$ cat config.mk
export PLATFORM = sky130hd
export DESIGN_NAME = spi_byte_master
export DESIGN_NICKNAME = d
export VERILOG_FILES = /design/src/rtl/spim_pkg.sv /design/src/rtl/spim_regs.sv /design/src/rtl/spim_baud.sv /design/src/rtl/spim_shift.sv /design/src/rtl/spi_byte_master.sv
export SDC_FILE = /design/constraint.sdc
export NUM_CORES = 1
export LEC_CHECK = 0
export ABC_AREA = 1
export CORE_MARGIN = 5
export CORE_UTILIZATION = 45
export CTS_BUF_LIST = sky130_fd_sc_hd__clkbuf_16
export CTS_CLUSTER_DIAMETER = 60
export DETAILED_ROUTE_END_ITERATION = 8
export GPL_TIMING_DRIVEN = 0
export PLACE_DENSITY = 0.69
export SYNTH_ARGS = -nofsm -noshare
export SYNTH_HDL_FRONTEND = slang
export SYNTH_SLANG_ARGS = --single-unit
$ cat constraint.sdc
create_clock -name clk -period 3.1 [get_ports clk]
set_input_delay 0.93 -clock clk [delete_from_list [all_inputs] [get_ports clk]]
set_output_delay 0.93 -clock clk [all_outputs]
set_load 0.05 [all_outputs]
$ cat src/rtl/spim_pkg.sv
package spim_pkg;
    localparam int BYTE_W = 8;
    localparam int EDGES  = 2 * BYTE_W;
    localparam int EDGE_W = $clog2(EDGES);

    localparam logic [7:0] OFS_CTRL  = 8'h00;
    localparam logic [7:0] OFS_STAT  = 8'h04;
    localparam logic [7:0] OFS_SYS   = 8'h08;
    localparam logic [7:0] OFS_TXD   = 8'h0C;
    localparam logic [7:0] OFS_RXD   = 8'h10;
    localparam logic [7:0] OFS_CTRL2 = 8'h14;

    localparam int CTL_CPHA = 7;
    localparam int CTL_CPOL = 6;
    localparam int CTL_PRE  = 5;
    localparam int SYS_CS   = 6;
    localparam int ST_BUSY  = 0;
    localparam int ST_RXF   = 2;

    typedef struct packed {
        logic [31:0]       ctrl;
        logic [31:0]       sys;
        logic [31:0]       ctrl2;
        logic              cs_n;
        logic              rx_full;
        logic [BYTE_W-1:0] rx_byte;
    } regs_t;

    typedef struct packed {
        logic              busy;
        logic              phase;
        logic [EDGE_W-1:0] edge_cnt;
        logic [BYTE_W-1:0] txs;
        logic [BYTE_W-1:0] rxs;
        logic              mosi;
    } shift_t;
endpackage

$ cat src/rtl/spim_regs.sv
module spim_regs
    import spim_pkg::*;
#(
    parameter int ADDR_W = 8,
    parameter int CNT_W  = 5
) (
    input  logic              clk,
    input  logic              rst_n,
    input  logic [ADDR_W-1:0] addr,
    input  logic              we,
    input  logic              re,
    input  logic [31:0]       wdata,
    output logic [31:0]       rdata,
    input  logic              busy,
    input  logic              done,
    input  logic [BYTE_W-1:0] rx_in,
    output logic              cfg_cpha,
    output logic              cfg_cpol,
    output logic              cfg_pre,
    output logic [CNT_W-1:0]  cfg_cnt,
    output logic              start,
    output logic [BYTE_W-1:0] tx_byte,
    output logic              cs_n,
    output logic              rx_full
);
    regs_t r_q, r_d;

    logic hit_ctrl, hit_stat, hit_sys, hit_txd, hit_rxd, hit_ctrl2;

    always_comb begin
        hit_ctrl  = addr == ADDR_W'(OFS_CTRL);
        hit_stat  = addr == ADDR_W'(OFS_STAT);
        hit_sys   = addr == ADDR_W'(OFS_SYS);
        hit_txd   = addr == ADDR_W'(OFS_TXD);
        hit_rxd   = addr == ADDR_W'(OFS_RXD);
        hit_ctrl2 = addr == ADDR_W'(OFS_CTRL2);

        r_d = r_q;
        if (we && hit_ctrl)  r_d.ctrl  = wdata;
        if (we && hit_ctrl2) r_d.ctrl2 = wdata;
        if (we && hit_sys) begin
            r_d.sys  = wdata;
            r_d.cs_n = wdata[SYS_CS];
        end
        if ((re && hit_rxd) || (we && hit_stat && wdata == 32'd0))
            r_d.rx_full = 1'b0;
        // completion outranks a same-cycle clear
        if (done) begin
            r_d.rx_full = 1'b1;
            r_d.rx_byte = rx_in;
        end
    end

    always_ff @(posedge clk or negedge rst_n) begin
        if (!rst_n) begin
            r_q <= '{ctrl: '0, sys: '0, ctrl2: '0, cs_n: 1'b1,
                     rx_full: 1'b0, rx_byte: '0};
        end else begin
            r_q <= r_d;
        end
    end

    always_comb begin
        rdata = '0;
        if (hit_ctrl)       rdata = r_q.ctrl;
        else if (hit_sys)   rdata = r_q.sys;
        else if (hit_ctrl2) rdata = r_q.ctrl2;
        else if (hit_rxd)   rdata[BYTE_W-1:0] = r_q.rx_byte;
        else if (hit_stat) begin
            rdata[ST_BUSY] = busy;
            rdata[ST_RXF]  = r_q.rx_full;
        end
    end

    assign start    = we && hit_txd && !busy;
    assign tx_byte  = wdata[BYTE_W-1:0];
    assign cfg_cpha = r_q.ctrl[CTL_CPHA];
    assign cfg_cpol = r_q.ctrl[CTL_CPOL];
    assign cfg_pre  = r_q.ctrl[CTL_PRE];
    assign cfg_cnt  = r_q.ctrl[CNT_W-1:0];
    assign cs_n     = r_q.cs_n;
    assign rx_full  = r_q.rx_full;
endmodule

$ cat src/rtl/spim_baud.sv
module spim_baud #(
    parameter int PRE_LO = 16,
    parameter int PRE_HI = 128,
    parameter int CNT_W  = 5
) (
    input  logic             clk,
    input  logic             rst_n,
    input  logic             run,
    input  logic             restart,
    input  logic             pre_sel,
    input  logic [CNT_W-1:0] count,
    output logic             tick
);
    localparam int HALF_MAX = PRE_HI * (1 << CNT_W);
    localparam int HW       = $clog2(HALF_MAX);

    logic [HW-1:0] cnt_q, cnt_d;
    logic [HW-1:0] lim;

    always_comb begin
        lim  = HW'((pre_sel ? PRE_HI : PRE_LO) * (int'(count) + 1) - 1);
        tick = run && !restart && (cnt_q == lim);
        if (!run || restart || tick) cnt_d = '0;
        else                         cnt_d = cnt_q + 1'b1;
    end

    always_ff @(posedge clk or negedge rst_n) begin
        if (!rst_n) cnt_q <= '0;
        else        cnt_q <= cnt_d;
    end
endmodule

$ cat src/rtl/spim_shift.sv
module spim_shift
    import spim_pkg::*;
(
    input  logic              clk,
    input  logic              rst_n,
    input  logic              start,
    input  logic [BYTE_W-1:0] tx_byte,
    input  logic              tick,
    input  logic              cpol,
    input  logic              cpha,
    input  logic              miso,
    output logic              busy,
    output logic              done,
    output logic [BYTE_W-1:0] rx_byte,
    output logic              sck,
    output logic              mosi
);
    shift_t s_q, s_d;
    logic   lead, last;

    always_comb begin
        s_d  = s_q;
        lead = ~s_q.edge_cnt[0];
        last = s_q.edge_cnt == EDGE_W'(EDGES - 1);
        done = s_q.busy && tick && last;
        if (start) begin
            s_d.busy     = 1'b1;
            s_d.phase    = 1'b0;
            s_d.edge_cnt = '0;
            s_d.rxs      = '0;
            if (cpha) begin
                s_d.txs = tx_byte;
            end else begin
                s_d.mosi = tx_byte[BYTE_W-1];
                s_d.txs  = tx_byte << 1;
            end
        end else if (s_q.busy && tick) begin
            s_d.phase    = ~s_q.phase;
            s_d.edge_cnt = s_q.edge_cnt + 1'b1;
            if (lead != cpha) begin
                s_d.rxs = {s_q.rxs[BYTE_W-2:0], miso};
            end else begin
                s_d.mosi = s_q.txs[BYTE_W-1];
                s_d.txs  = s_q.txs << 1;
            end
            if (last) begin
                s_d.busy     = 1'b0;
                s_d.phase    = 1'b0;
                s_d.edge_cnt = '0;
            end
        end
    end

    always_ff @(posedge clk or negedge rst_n) begin
        if (!rst_n) s_q <= '0;
        else        s_q <= s_d;
    end

    // with CPHA=1 the final sample lands on the closing edge: bypass it
    assign rx_byte = cpha ? {s_q.rxs[BYTE_W-2:0], miso} : s_q.rxs;
    assign busy    = s_q.busy;
    assign sck     = cpol ^ s_q.phase;
    assign mosi    = s_q.mosi;
endmodule

$ cat src/rtl/spi_byte_master.sv
module spi_byte_master
    import spim_pkg::*;
#(
    parameter int ADDR_W = 8,
    parameter int PRE_LO = 16,
    parameter int PRE_HI = 128,
    parameter int CNT_W  = 5
) (
    input  logic              clk,
    input  logic              rst_n,
    input  logic [ADDR_W-1:0] bus_addr,
    input  logic              bus_we,
    input  logic              bus_re,
    input  logic [31:0]       bus_wdata,
    output logic [31:0]       bus_rdata,
    output logic              spi_sck,
    output logic              spi_mosi,
    input  logic              spi_miso,
    output logic              spi_cs_n
);
    logic              cfg_cpha, cfg_cpol, cfg_pre;
    logic [CNT_W-1:0]  cfg_cnt;
    logic              xfer_start, xfer_busy, xfer_done, sck_tick, rx_full;
    logic [BYTE_W-1:0] tx_byte, rx_byte;

    spim_regs #(.ADDR_W(ADDR_W), .CNT_W(CNT_W)) u_regs (
        .clk(clk), .rst_n(rst_n), .addr(bus_addr), .we(bus_we), .re(bus_re),
        .wdata(bus_wdata), .rdata(bus_rdata), .busy(xfer_busy), .done(xfer_done),
        .rx_in(rx_byte), .cfg_cpha(cfg_cpha), .cfg_cpol(cfg_cpol), .cfg_pre(cfg_pre),
        .cfg_cnt(cfg_cnt), .start(xfer_start), .tx_byte(tx_byte), .cs_n(spi_cs_n),
        .rx_full(rx_full)
    );

    spim_baud #(.PRE_LO(PRE_LO), .PRE_HI(PRE_HI), .CNT_W(CNT_W)) u_baud (
        .clk(clk), .rst_n(rst_n), .run(xfer_busy), .restart(xfer_start),
        .pre_sel(cfg_pre), .count(cfg_cnt), .tick(sck_tick)
    );

    spim_shift u_shift (
        .clk(clk), .rst_n(rst_n), .start(xfer_start), .tx_byte(tx_byte),
        .tick(sck_tick), .cpol(cfg_cpol), .cpha(cfg_cpha), .miso(spi_miso),
        .busy(xfer_busy), .done(xfer_done), .rx_byte(rx_byte), .sck(spi_sck),
        .mosi(spi_mosi)
    );
endmodule

==> results.yml, run 1 <==
floorplanning:
  core-area_um2: 15700
  io-pin-count: 80
  start_util_pct: 45.3
  die_x_um: 136
  die-area_um2: 18400
  rows: 46
  dieHeight_um: 136
power:
  ir_worst_vdd_uv: 391
  p_per_area_nw_per_um2: 477
  leakagePower_nw: 5.10
timing:
  final-max-slew-violation-count: 0
  relSlewSlack_pct: 37.7
  rsz0062_at_grt: "true"
  max_freq_ghz: 0.278
  layout_setup_ws_ns: -0.503
  final.period_utilization_pct: 116
  fin_tns_setup_ns: -19.32
  final-hold-violation-count: 0
  min_period_ns: 3.60
  holdWs_ns: 0.462
  tightest_slew_ns: 0.927
  setup_violations: 76
  finClkSkew_ns: 0.0112
routing:
  final_antenna_net_count: 0
  wirelength_um: 21500
  post_drt_wl_per_cell_um: 16.8
  viasPerCell: 5.36
  drt_pass1_iterations: 7
  drc_errors: 0
  drtIter0Drc: 668
  vias: 6861
synthesis:
  synth_ff_type: "dfrtp_1"
  syn_nets: 966
  syn_inst: 905
  synth-async-reset-ratio_pct: 100
  syn_avg_cell_area_um2: 7.87
  synth_cell_type_count: 38
  synth_edf_count: 0
  syn_area_um2: 7120
  ys_ff_latch: 141
  ys_warn_count: 0
  ys_seq_area_share_pct: 49.6
min_path:
  hp-class: "reg2reg"
clock_tree:
  cts_hold_buf: 0
  numCtsBuffers: 17
  clockRootBuffer: "clkbuf_16"
  htreeDepth: 4
  cts.sinks: 141
  clk_latency_ns: 0.44
  max-clock-path-buffers: 2
  cts_tree: "yes"
  path_clk_slew_ns: 0.07
placement:
  port_buffers: 79
  dp_hpwl_um: 13400
  placed_area_um2: 8410
  place.gp.congestion: 0.803
  placed_cells: 1201
grt:
  grt_start_max_net_pins: 78
  grt_pass1_vias: 6753
  grt_first_pass_wirelength_um: 34300
  antenna_found_initial: 0
  track_usage_pct: 23.7
  grt.overflow.total: 0
flow_run:
  drv_cap: 0
layout:
  layout-drive-gt1-share_pct: 25.6
  final_cell_mix: "nand2_1, dfrtp_1, o21ai_0, inv_1, clkdlybuf4s50_1"
  final_cells: 1281
  area_growth_pct: 45.8
  stdcell_area_um2: 10400
  final_util_pct: 66.1
  layout_commonest_cell: "nand2_1"
  antenna_cells: 0
  fin_nets: 1113
critical_path:
  start_kind: "flop"
  crit_top_cell: "nand2_1"
  worstSetupPathType: "reg2reg"
  cp_max_fo: 5
  cp.arrival_ns: 3.94
  cp-end-kind: "flop"
  critPathMaxStageDelay_ns: 0.44
  crit_required_ns: 3.43
  slowest_stage: "dfrtp_2"
status:
  status: "complete, but fails checks"
  violations: "setup timing"
-- where the power goes --
part	internal, W	leakage [nW]	switching [W]
Combinational	0.000288	2.93	0.000427
Clock	0.00122	0.284	0.000916
Sequential	0.00197	1.89	0.000129
Total	0.00348	5.10	0.00147
-- metal layers --
layer | vias to the layer above | GRT usage, % | wire (um)
met5 | - | 0 | 0
met4 | 0 | 10.2 | 796
met3 | 62 | 4.49 | 1240
met2 | 260 | 38.1 | 10200
met1 | 3309 | 31.3 | 9230
li1 | 3230 | - | -
-- kinds of logic after synthesis --
group,after synthesis,synth area share [%]
AND/OR/NAND/NOR,454,26.6
AO/OA/AOI/OAI,153,11.6
flip-flops,141,49.6
buffers and inverters,123,6.91
adder cells (fa/ha/maj),16,2.92
XOR/XNOR,10,1.23
multiplexers,8,1.12
-- worst paths after layout --
kind | slack (ns) | cells after the start | to | start
max | -0.50 | 26 | u_shift.mosi | u_regs.cfg_cnt[1]
max reg2reg | -0.50 | 26 | u_shift.mosi | u_regs.cfg_cnt[1]
min | 0.46 | 1 | u_baud.cnt_q[0] | u_baud.cnt_q[0]
min in group asynchronous | 0.49 | 1 | u_regs.r_q[28] | rst_n
min reg2reg | 0.46 | 1 | u_baud.cnt_q[0] | u_baud.cnt_q[0]
max in group asynchronous | 1.77 | 2 | u_regs.cfg_cnt[0] | rst_n
-- critical path, delay by kind of cell (launching register included) --
kind / cells / cell delay, ns
buf+inv: 7 / 0.50
fa+ha+maj: 3 / 0.87
xor+xnor: 1 / 0.12
simple gates: 15 / 1.56
flops: 1 / 0.44
-- metrics by stage --
stage               total power, W  worst slack [ns]
detailed placement         0.00275             -1.65
floorplan                  0.00251            -0.210
CTS                        0.00491            -0.417
global route               0.00516            -0.818
global placement           0.00273             -4.66
finish                     0.00495            -0.503
-- registers in the layout, indices dropped and copies added, names as in the netlist --
| name | count |
|---|---|
| u_regs.r_q | 96 |
| u_shift.s_q | 21 |
| u_baud.cnt_q | 12 |
| u_regs.cfg_cnt | 5 |
| u_regs.cfg_cpha | 1 |
| u_regs.cfg_cpol | 1 |
| u_regs.cfg_pre | 1 |
| u_regs.cs_n | 1 |
| u_regs.rx_full | 1 |
| u_shift.busy | 1 |
| u_shift.mosi | 1 |
-- cell type report --
class,count,area [um2]
tap,216,270
fill,1215,5330
buffer,35,270
clock inverter,15,176
timing repair inverter,1,11.3
clock buffer,17,425
multi-input combinational,641,3880
inverter,86,343
sequential,141,3530
timing repair buffer,129,1480
-- Yosys cell counts (2+ instances only) --
master	count	share of area, %
nand2_1	308	16
dfrtp_1	140	49
o21ai_0	120	8.4
inv_1	83	4.4
nand3_1	62	4.4
nor2_1	44	2.3
clkbuf_1	29	1.5
ha_1	15	2.6
nand4_1	14	1.2
a21oi_1	13	0.91
o21ai_2	9	1.1
mux2i_1	8	1.1
nand3b_1	7	0.74
xor2_1	7	0.86
nor3_1	6	0.42
nor3b_1	4	0.42
buf_2	3	0.21
buf_6	3	0.47
nor2_2	3	0.26
nor4_1	3	0.26
xnor2_1	3	0.37
a221oi_1	2	0.25
inv_2	2	0.11
o2111ai_1	2	0.25
o211ai_1	2	0.21
-- what timing repair did --
| item | in CTS | in global routing |
|---|---|---|
| resized for setup | 399 | 87 |
| gates cloned | 6 | 4 |
| pin swaps | 42 | 30 |
| endpoints found under the setup margin | 76 | 76 |
| buffers inserted | 25 | 18 |
(Power assumes the default switching activity.)
==> run 2, diff against run 1 <==
--- a/config.mk
+++ b/config.mk
@@ -12,7 +12,8 @@
 export CTS_CLUSTER_DIAMETER = 60
 export DETAILED_ROUTE_END_ITERATION = 8
 export GPL_TIMING_DRIVEN = 0
-export PLACE_DENSITY = 0.69
+export PLACE_DENSITY = 0.68
 export SYNTH_ARGS = -nofsm -noshare
 export SYNTH_HDL_FRONTEND = slang
+export SYNTH_HIERARCHICAL = 1
 export SYNTH_SLANG_ARGS = --single-unit
==> run 2 against run 1 <==
  * The run still ends with setup timing left
  * Sequential cell count stayed put
  * Critical path type unchanged
  * Global-route usage down 0.87 points
  * First-iteration DRC count down 14%
  * Clock skew fell by 0.0011 ns
  * Core utilization shrank 4.4 points
==> results.yml, run 2 <==
critical_path:
  critPathMaxStageDelay_ns: 0.42
  slowest_stage: "dfrtp_1"
  start_kind: "flop"
  path_buf_inv: 5
  worstSetupPathType: "reg2reg"
  crit_required_ns: 3.46
  cp_top_family: "adder cells"
  rrSetupSlack_ns: -0.52
  cp_max_fo: 8
  cp.arrival_ns: 3.98
  cp-end-kind: "flop"
timing:
  finClkSkew_ns: 0.0101
  tightest_slew_ns: 0.933
  final.period_utilization_pct: 117
  min_period_ns: 3.62
  max_freq_ghz: 0.276
  setup_violations: 45
  rsz0062_at_grt: "true"
  fin_tns_setup_ns: -18.35
  final-max-slew-violation-count: 0
  relSlewSlack_pct: 37.3
  final-hold-violation-count: 0
  layout_setup_ws_ns: -0.524
layout:
  antenna_cells: 0
  final_cells: 1416
  top_register: "u_regs/r_q"
  multiInputGateArea_um2: 3840
  layout_commonest_cell: "nand2_1"
  reg_top3: "u_regs/r_q: 96 flops, u_shift/s_q: 21 flops, u_baud/cnt_q: 12 flops"
  nFillCells: 1497
  fin_nets: 1241
  area_growth_pct: 35.5
  final_cell_mix: "nand2_1, dfrtp_1, inv_1, o21ai_0, buf_4"
  seqCellArea_um2: 3530
  layout-drive-gt1-share_pct: 24.3
  final_util_pct: 61.7
  largest_register_ffs: 96
routing:
  post_drt_wl_per_cell_um: 15.8
  drtIter0Drc: 577
  viasPerCell: 5.18
  final_antenna_net_count: 0
  drc_errors: 0
  wirelength_um: 22400
  vias: 7333
  drt_pass1_iterations: 7
synthesis:
  synthSimpleGateAreaFrac_pct: 30.8
  synth_compound_area_share_pct: 9.27
  syn_inst: 1031
  synth.area.mux_share_pct: 0
  synth-async-reset-ratio_pct: 100
  ys_warn_count: 6
  synth_top_area_share_pct: 45.0
  ys_seq_area_share_pct: 45.3
  syn_nets: 1094
  synth_cell_type_count: 39
  synth_common_cells: "nand2_1, dfrtp_1, inv_1"
  synth_edf_count: 0
  yosys-top-cells-area: "dfrtp_1, nand2_1, nand3_1, inv_1, o21ai_0"
  synth_ff_type: "dfrtp_1"
  ys_ff_latch: 141
  syn_area_um2: 7790
  yosysMostFrequentCell: "nand2_1"
  synthAdderAreaFrac_pct: 2.89
  synthXorXnorAreaFrac_pct: 1.46
  syn_avg_cell_area_um2: 7.55
  yosys.area.top_type: "dfrtp_1"
  synth_top_family_by_area: "simple AND/OR/NAND/NOR gates"
power:
  ir_worst_vdd_uv: 347
  power_frac_clock_pct: 44.3
  internal_power_w: 0.00337
  sequentialPowerShare_pct: 42.6
  power.net_switching_w: 0.00123
  leakagePower_nw: 5.29
  p_total_w: 0.00460
  p_sw_share_pct: 26.7
  pwr-share-comb_pct: 13.1
  p_per_area_nw_per_um2: 436
placement:
  port_buffers: 79
  dp_hpwl_um: 14700
  place.gp.congestion: 0.801
  placed_cells: 1336
min_path:
  hp-class: "reg2reg"
floorplanning:
  io-pin-count: 80
  dieHeight_um: 142
  rows: 48
  die-area_um2: 20000
  die_x_um: 142
  core-area_um2: 17100
  start_util_pct: 45.5
clock_tree:
  cts.sinks: 141
  path_clk_slew_ns: 0.06
  clk_latency_ns: 0.42
  clockRootBuffer: "clkbuf_16"
  numCtsBuffers: 17
  htreeDepth: 4
  max-clock-path-buffers: 2
  cts_hold_buf: 0
  cts_tree: "yes"
grt:
  grt_pass1_vias: 7264
  grt_first_pass_wirelength_um: 36500
  grt_start_max_net_pins: 76
  track_usage_pct: 22.8
  antenna_found_initial: 0
  grt.overflow.total: 0
flow_run:
  drv_cap: 0
status:
  status: "complete, but fails checks"
  violations: "setup timing"
-- run 2: what timing repair did --
action,4_1_cts,5_1_grt
setup endpoints to repair,76,72
gates cloned,7,2
setup buffers,40,6
endpoints found under the hold margin,0,0
pin swaps,23,43
gates resized for setup,328,76
-- run 2: through the flow --
stage	cell area (um2)	hold slack (ns)	worst slack, ns
6_report	10600	0.470	-0.524
5_1_grt	10600	0.488	-0.736
4_1_cts	10300	0.468	-0.547
3_5_place_dp	9020	0.457	-1.55
3_3_place_gp	8990	0.450	-4.66
2_1_floorplan	7920	0.430	-0.386
-- run 2: final cells by class --
class,instances,area share [%]
multi-input combinational,729,36.4
sequential,141,33.5
timing repair buffer,128,12.8
inverter,108,4.52
buffer,52,4.49
clock buffer,17,4.03
tap,225,2.67
clock inverter,15,1.54
timing repair inverter,1,0.0830
-- run 2: kinds of logic (layout without fill, tap and decap cells) --
family | Yosys count | after routing
AO/OA/AOI/OAI | 136 | 136
XOR/XNOR | 13 | 13
adder cells (fa/ha/maj) | 18 | 18
buffers and inverters | 163 | 321
flip-flops | 141 | 141
AND/OR/NAND/NOR | 560 | 562
-- run 2: final timing paths --
| kind | from | endpoint | cells past startpoint |
|---|---|---|---|
| max in group asynchronous | rst_n | u_regs/cfg_cnt[0] | 2 |
| max reg2reg | u_regs/cfg_cnt[1] | u_regs/r_q[4] | 26 |
| max | u_regs/cfg_cnt[1] | u_regs/r_q[4] | 26 |
| min in group asynchronous | rst_n | u_regs/r_q[61] | 1 |
| min reg2reg | u_regs/r_q[1] | u_regs/r_q[1] | 2 |
| min | u_regs/r_q[1] | u_regs/r_q[1] | 2 |
-- run 2: worst min-delay path: stages, from the launching register on --
cell	delay (ns)
dfrtp_1	0.34
nand2_1	0.05
nand2_1	0.05
-- run 2: power by group through the flow --
stage	combinational [W]	clock [W]	sequential [W]
3_3_place_gp	0.000510	0	0.00198
6_report	0.000604	0.00204	0.00196
2_1_floorplan	0.000335	0	0.00198
5_1_grt	0.000682	0.00214	0.00196
4_1_cts	0.000573	0.00206	0.00195
3_5_place_dp	0.000526	0	0.00199
-- run 2: layer usage --
layer | GRT usage, % | vias up | wire, um | part of all wire (%)
met2 | 37.2 | 216 | 10900 | 49
met5 | 0 | - | 0 | 0
met4 | 8.08 | 0 | 476 | 2.1
li1 | - | 3564 | - | -
met3 | 3.84 | 38 | 1170 | 5.2
met1 | 30.8 | 3515 | 9870 | 44
==> run 3, diff against run 2 <==
--- a/config.mk
+++ b/config.mk
@@ -12,7 +12,7 @@
 export CTS_CLUSTER_DIAMETER = 60
 export DETAILED_ROUTE_END_ITERATION = 8
 export GPL_TIMING_DRIVEN = 0
-export PLACE_DENSITY = 0.68
+export PLACE_DENSITY_LB_ADDON = 0.25
 export SYNTH_ARGS = -nofsm -noshare
 export SYNTH_HDL_FRONTEND = slang
 export SYNTH_HIERARCHICAL = 1
==> run 3 against run 2 <==
  * The run still ends with setup timing left
  * Clock skew up 0.0013 ns
  * Register-to-register slack worse by 0.05 ns
  * Total power decreased by 6.1%
  * Count of clock-buffer cells in the layout is the same
  * Design area is 0.33% higher
  * Maximum frequency decreased by 1.3%
  * Sequential share of layout area fell by 0.11 points
  * Via count decreased by 0.90%
  * Combinational power rose by 0.7%
  * Core utilization is 0.20 points higher
  * Clock power down 14%
==> results.yml, run 3 (synthesized netlist as in run 2, its figures left out) <==
status:
  status: "complete, but fails checks"
  violations: "setup timing"
placement:
  dp_hpwl_um: 14700
  port_buffers: 79
  placed_area_um2: 9020
  place.gp.congestion: 0.832
power:
  leakagePower_nw: 5.29
  ir_worst_vdd_uv: 415
  p_total_w: 0.00432
  p_per_area_nw_per_um2: 408
clock_tree:
  max-clock-path-buffers: 2
  cts_tree: "yes"
  htreeDepth: 4
  cts.sinks: 141
  clockRootBuffer: "clkbuf_16"
  path_clk_slew_ns: 0.06
  clk_latency_ns: 0.42
  numCtsBuffers: 17
timing:
  tightest_slew_ns: 0.680
  final.period_utilization_pct: 118
  relSlewSlack_pct: 54.4
  holdWs_ns: 0.476
  setup_violations: 44
  layout_setup_ws_ns: -0.570
  final-max-slew-violation-count: 0
  min_period_ns: 3.67
  max_freq_ghz: 0.272
  final-hold-violation-count: 0
  rsz0062_at_grt: "true"
  finClkSkew_ns: 0.0115
layout:
  area_growth_pct: 36.0
  fin_nets: 1231
  layout_commonest_cell: "nand2_1"
  antenna_cells: 0
  largest_register_ffs: 96
  stdcell_area_um2: 10600
  final_cell_mix: "nand2_1, dfrtp_1, inv_1, o21ai_0, o21ai_1"
  top_register: "u_regs/r_q"
  reg_top3: "u_regs/r_q: 96 flops, u_shift/s_q: 21 flops, u_baud/cnt_q: 12 flops"
  layout-drive-gt1-share_pct: 25.6
  final_util_pct: 61.9
routing:
  post_drt_wl_per_cell_um: 15.9
  viasPerCell: 5.17
  drt_pass1_iterations: 5
  drtIter0Drc: 604
  wirelength_um: 22400
  final_antenna_net_count: 0
  vias: 7267
  drc_errors: 0
floorplanning:
  die_x_um: 142
  dieHeight_um: 142
  die-area_um2: 20000
  rows: 48
  core-area_um2: 17100
  io-pin-count: 80
  start_util_pct: 45.5
critical_path:
  crit_required_ns: 3.41
  start_kind: "flop"
  cp.arrival_ns: 3.98
  cp_max_fo: 8
  critPathMaxStageDelay_ns: 0.44
  crit_chain: "ha_4 > buf_4 > or2_2 > nand3_2 > nand2_1 > ha_1 > ha_1 > ha_4 > nand2_2 > inv_2 > a221oi_2 > nand2_1 > buf_4 > nand3_2 > nand2_2 > nand2_4 > nor2_4 > nand2_4 > clkinv_8 > nand3_4 > nand2_4 > nand2_1 > nand2_1"
  cp-end-kind: "flop"
  slowest_stage: "dfrtp_2"
  worstSetupPathType: "reg2reg"
  path_buf_inv: 4
  cp_top_family: "simple AND/OR/NAND/NOR gates"
  crit_top_cell: "nand2_1"
grt:
  grt_pass1_vias: 7111
  grt_first_pass_wirelength_um: 35700
  grt_start_max_net_pins: 79
  grt_busiest_layer: "met2"
  gr-usage-met2_pct: 35.6
  track_usage_pct: 22.5
  grt.overflow.total: 0
  use_met1_pct: 30.8
  antenna_found_initial: 0
  gr-usage-met3_pct: 4.21
min_path:
  hp-class: "reg2reg"
flow_run:
  drv_cap: 0
## run 3: worst reg2reg max path: cells and delay by family, from the launching register on
family          cells  cell delay (ns)
fa+ha+maj           4             1.06
flops               1             0.44
buf+inv             4             0.42
simple gates       14             1.41
compound gates      1             0.22
## run 3: worst paths after layout
kind,start,end,slack [ns],cells after the start
min in group asynchronous,rst_n,u_regs/r_q[61],0.49,1
hold reg to reg,u_regs/r_q[3],u_regs/r_q[3],0.48,2
setup reg to reg,u_regs/cfg_cnt[1],u_shift/s_q[14],-0.57,23
max in group asynchronous,rst_n,u_regs/cs_n,1.79,2
setup / recovery,u_regs/cfg_cnt[1],u_shift/s_q[14],-0.57,23
hold / removal,u_regs/r_q[3],u_regs/r_q[3],0.48,2
## run 3: layout make-up
cell class,instances,area [um2]
repair buffers,118,1320
repair inverters,1,8.76
inverters,108,487
multi-input cells,729,3980
well taps,225,282
clock buffers,17,425
fillers,1490,6530
plain buffers,52,482
clock inverters,15,72.6
flip-flops and latches,141,3530
## run 3: per-layer routing
metal  wire (um)  vias up
met2       10700      212
met1        9970     3471
met5           0        -
met3        1230       34
li1            -     3550
met4         492        0
## run 3: power breakdown
part | switching, W | total (W) | leakage [nW] | internal [W]
logic | 0.000349 | 0.000608 | 3.14 | 0.000259
registers | 0.0000454 | 0.00196 | 1.89 | 0.00191
clock network | 0.000762 | 0.00175 | 0.259 | 0.000989
total | 0.00116 | 0.00432 | 5.29 | 0.00316
## run 3: timing repair
item / CTS / global route
hold buffers: 0 / 0
buffers inserted: 23 / 12
pin swaps: 40 / 46
gates resized for setup: 344 / 97
setup endpoints to repair: 76 / 76
cloned: 6 / 3
## run 3: through the flow
step | setup slack [ns] | cells | TNS, ns
after detailed placement | -1.61 | 1336 | -75.16
after global placement | -4.72 | 1335 | -732.88
after global routing | -0.761 | 1406 | -27.86
final | -0.570 | 1406 | -19.49
after floorplan | -0.386 | 1031 | -11.05
after CTS | -0.598 | 1396 | -20.47
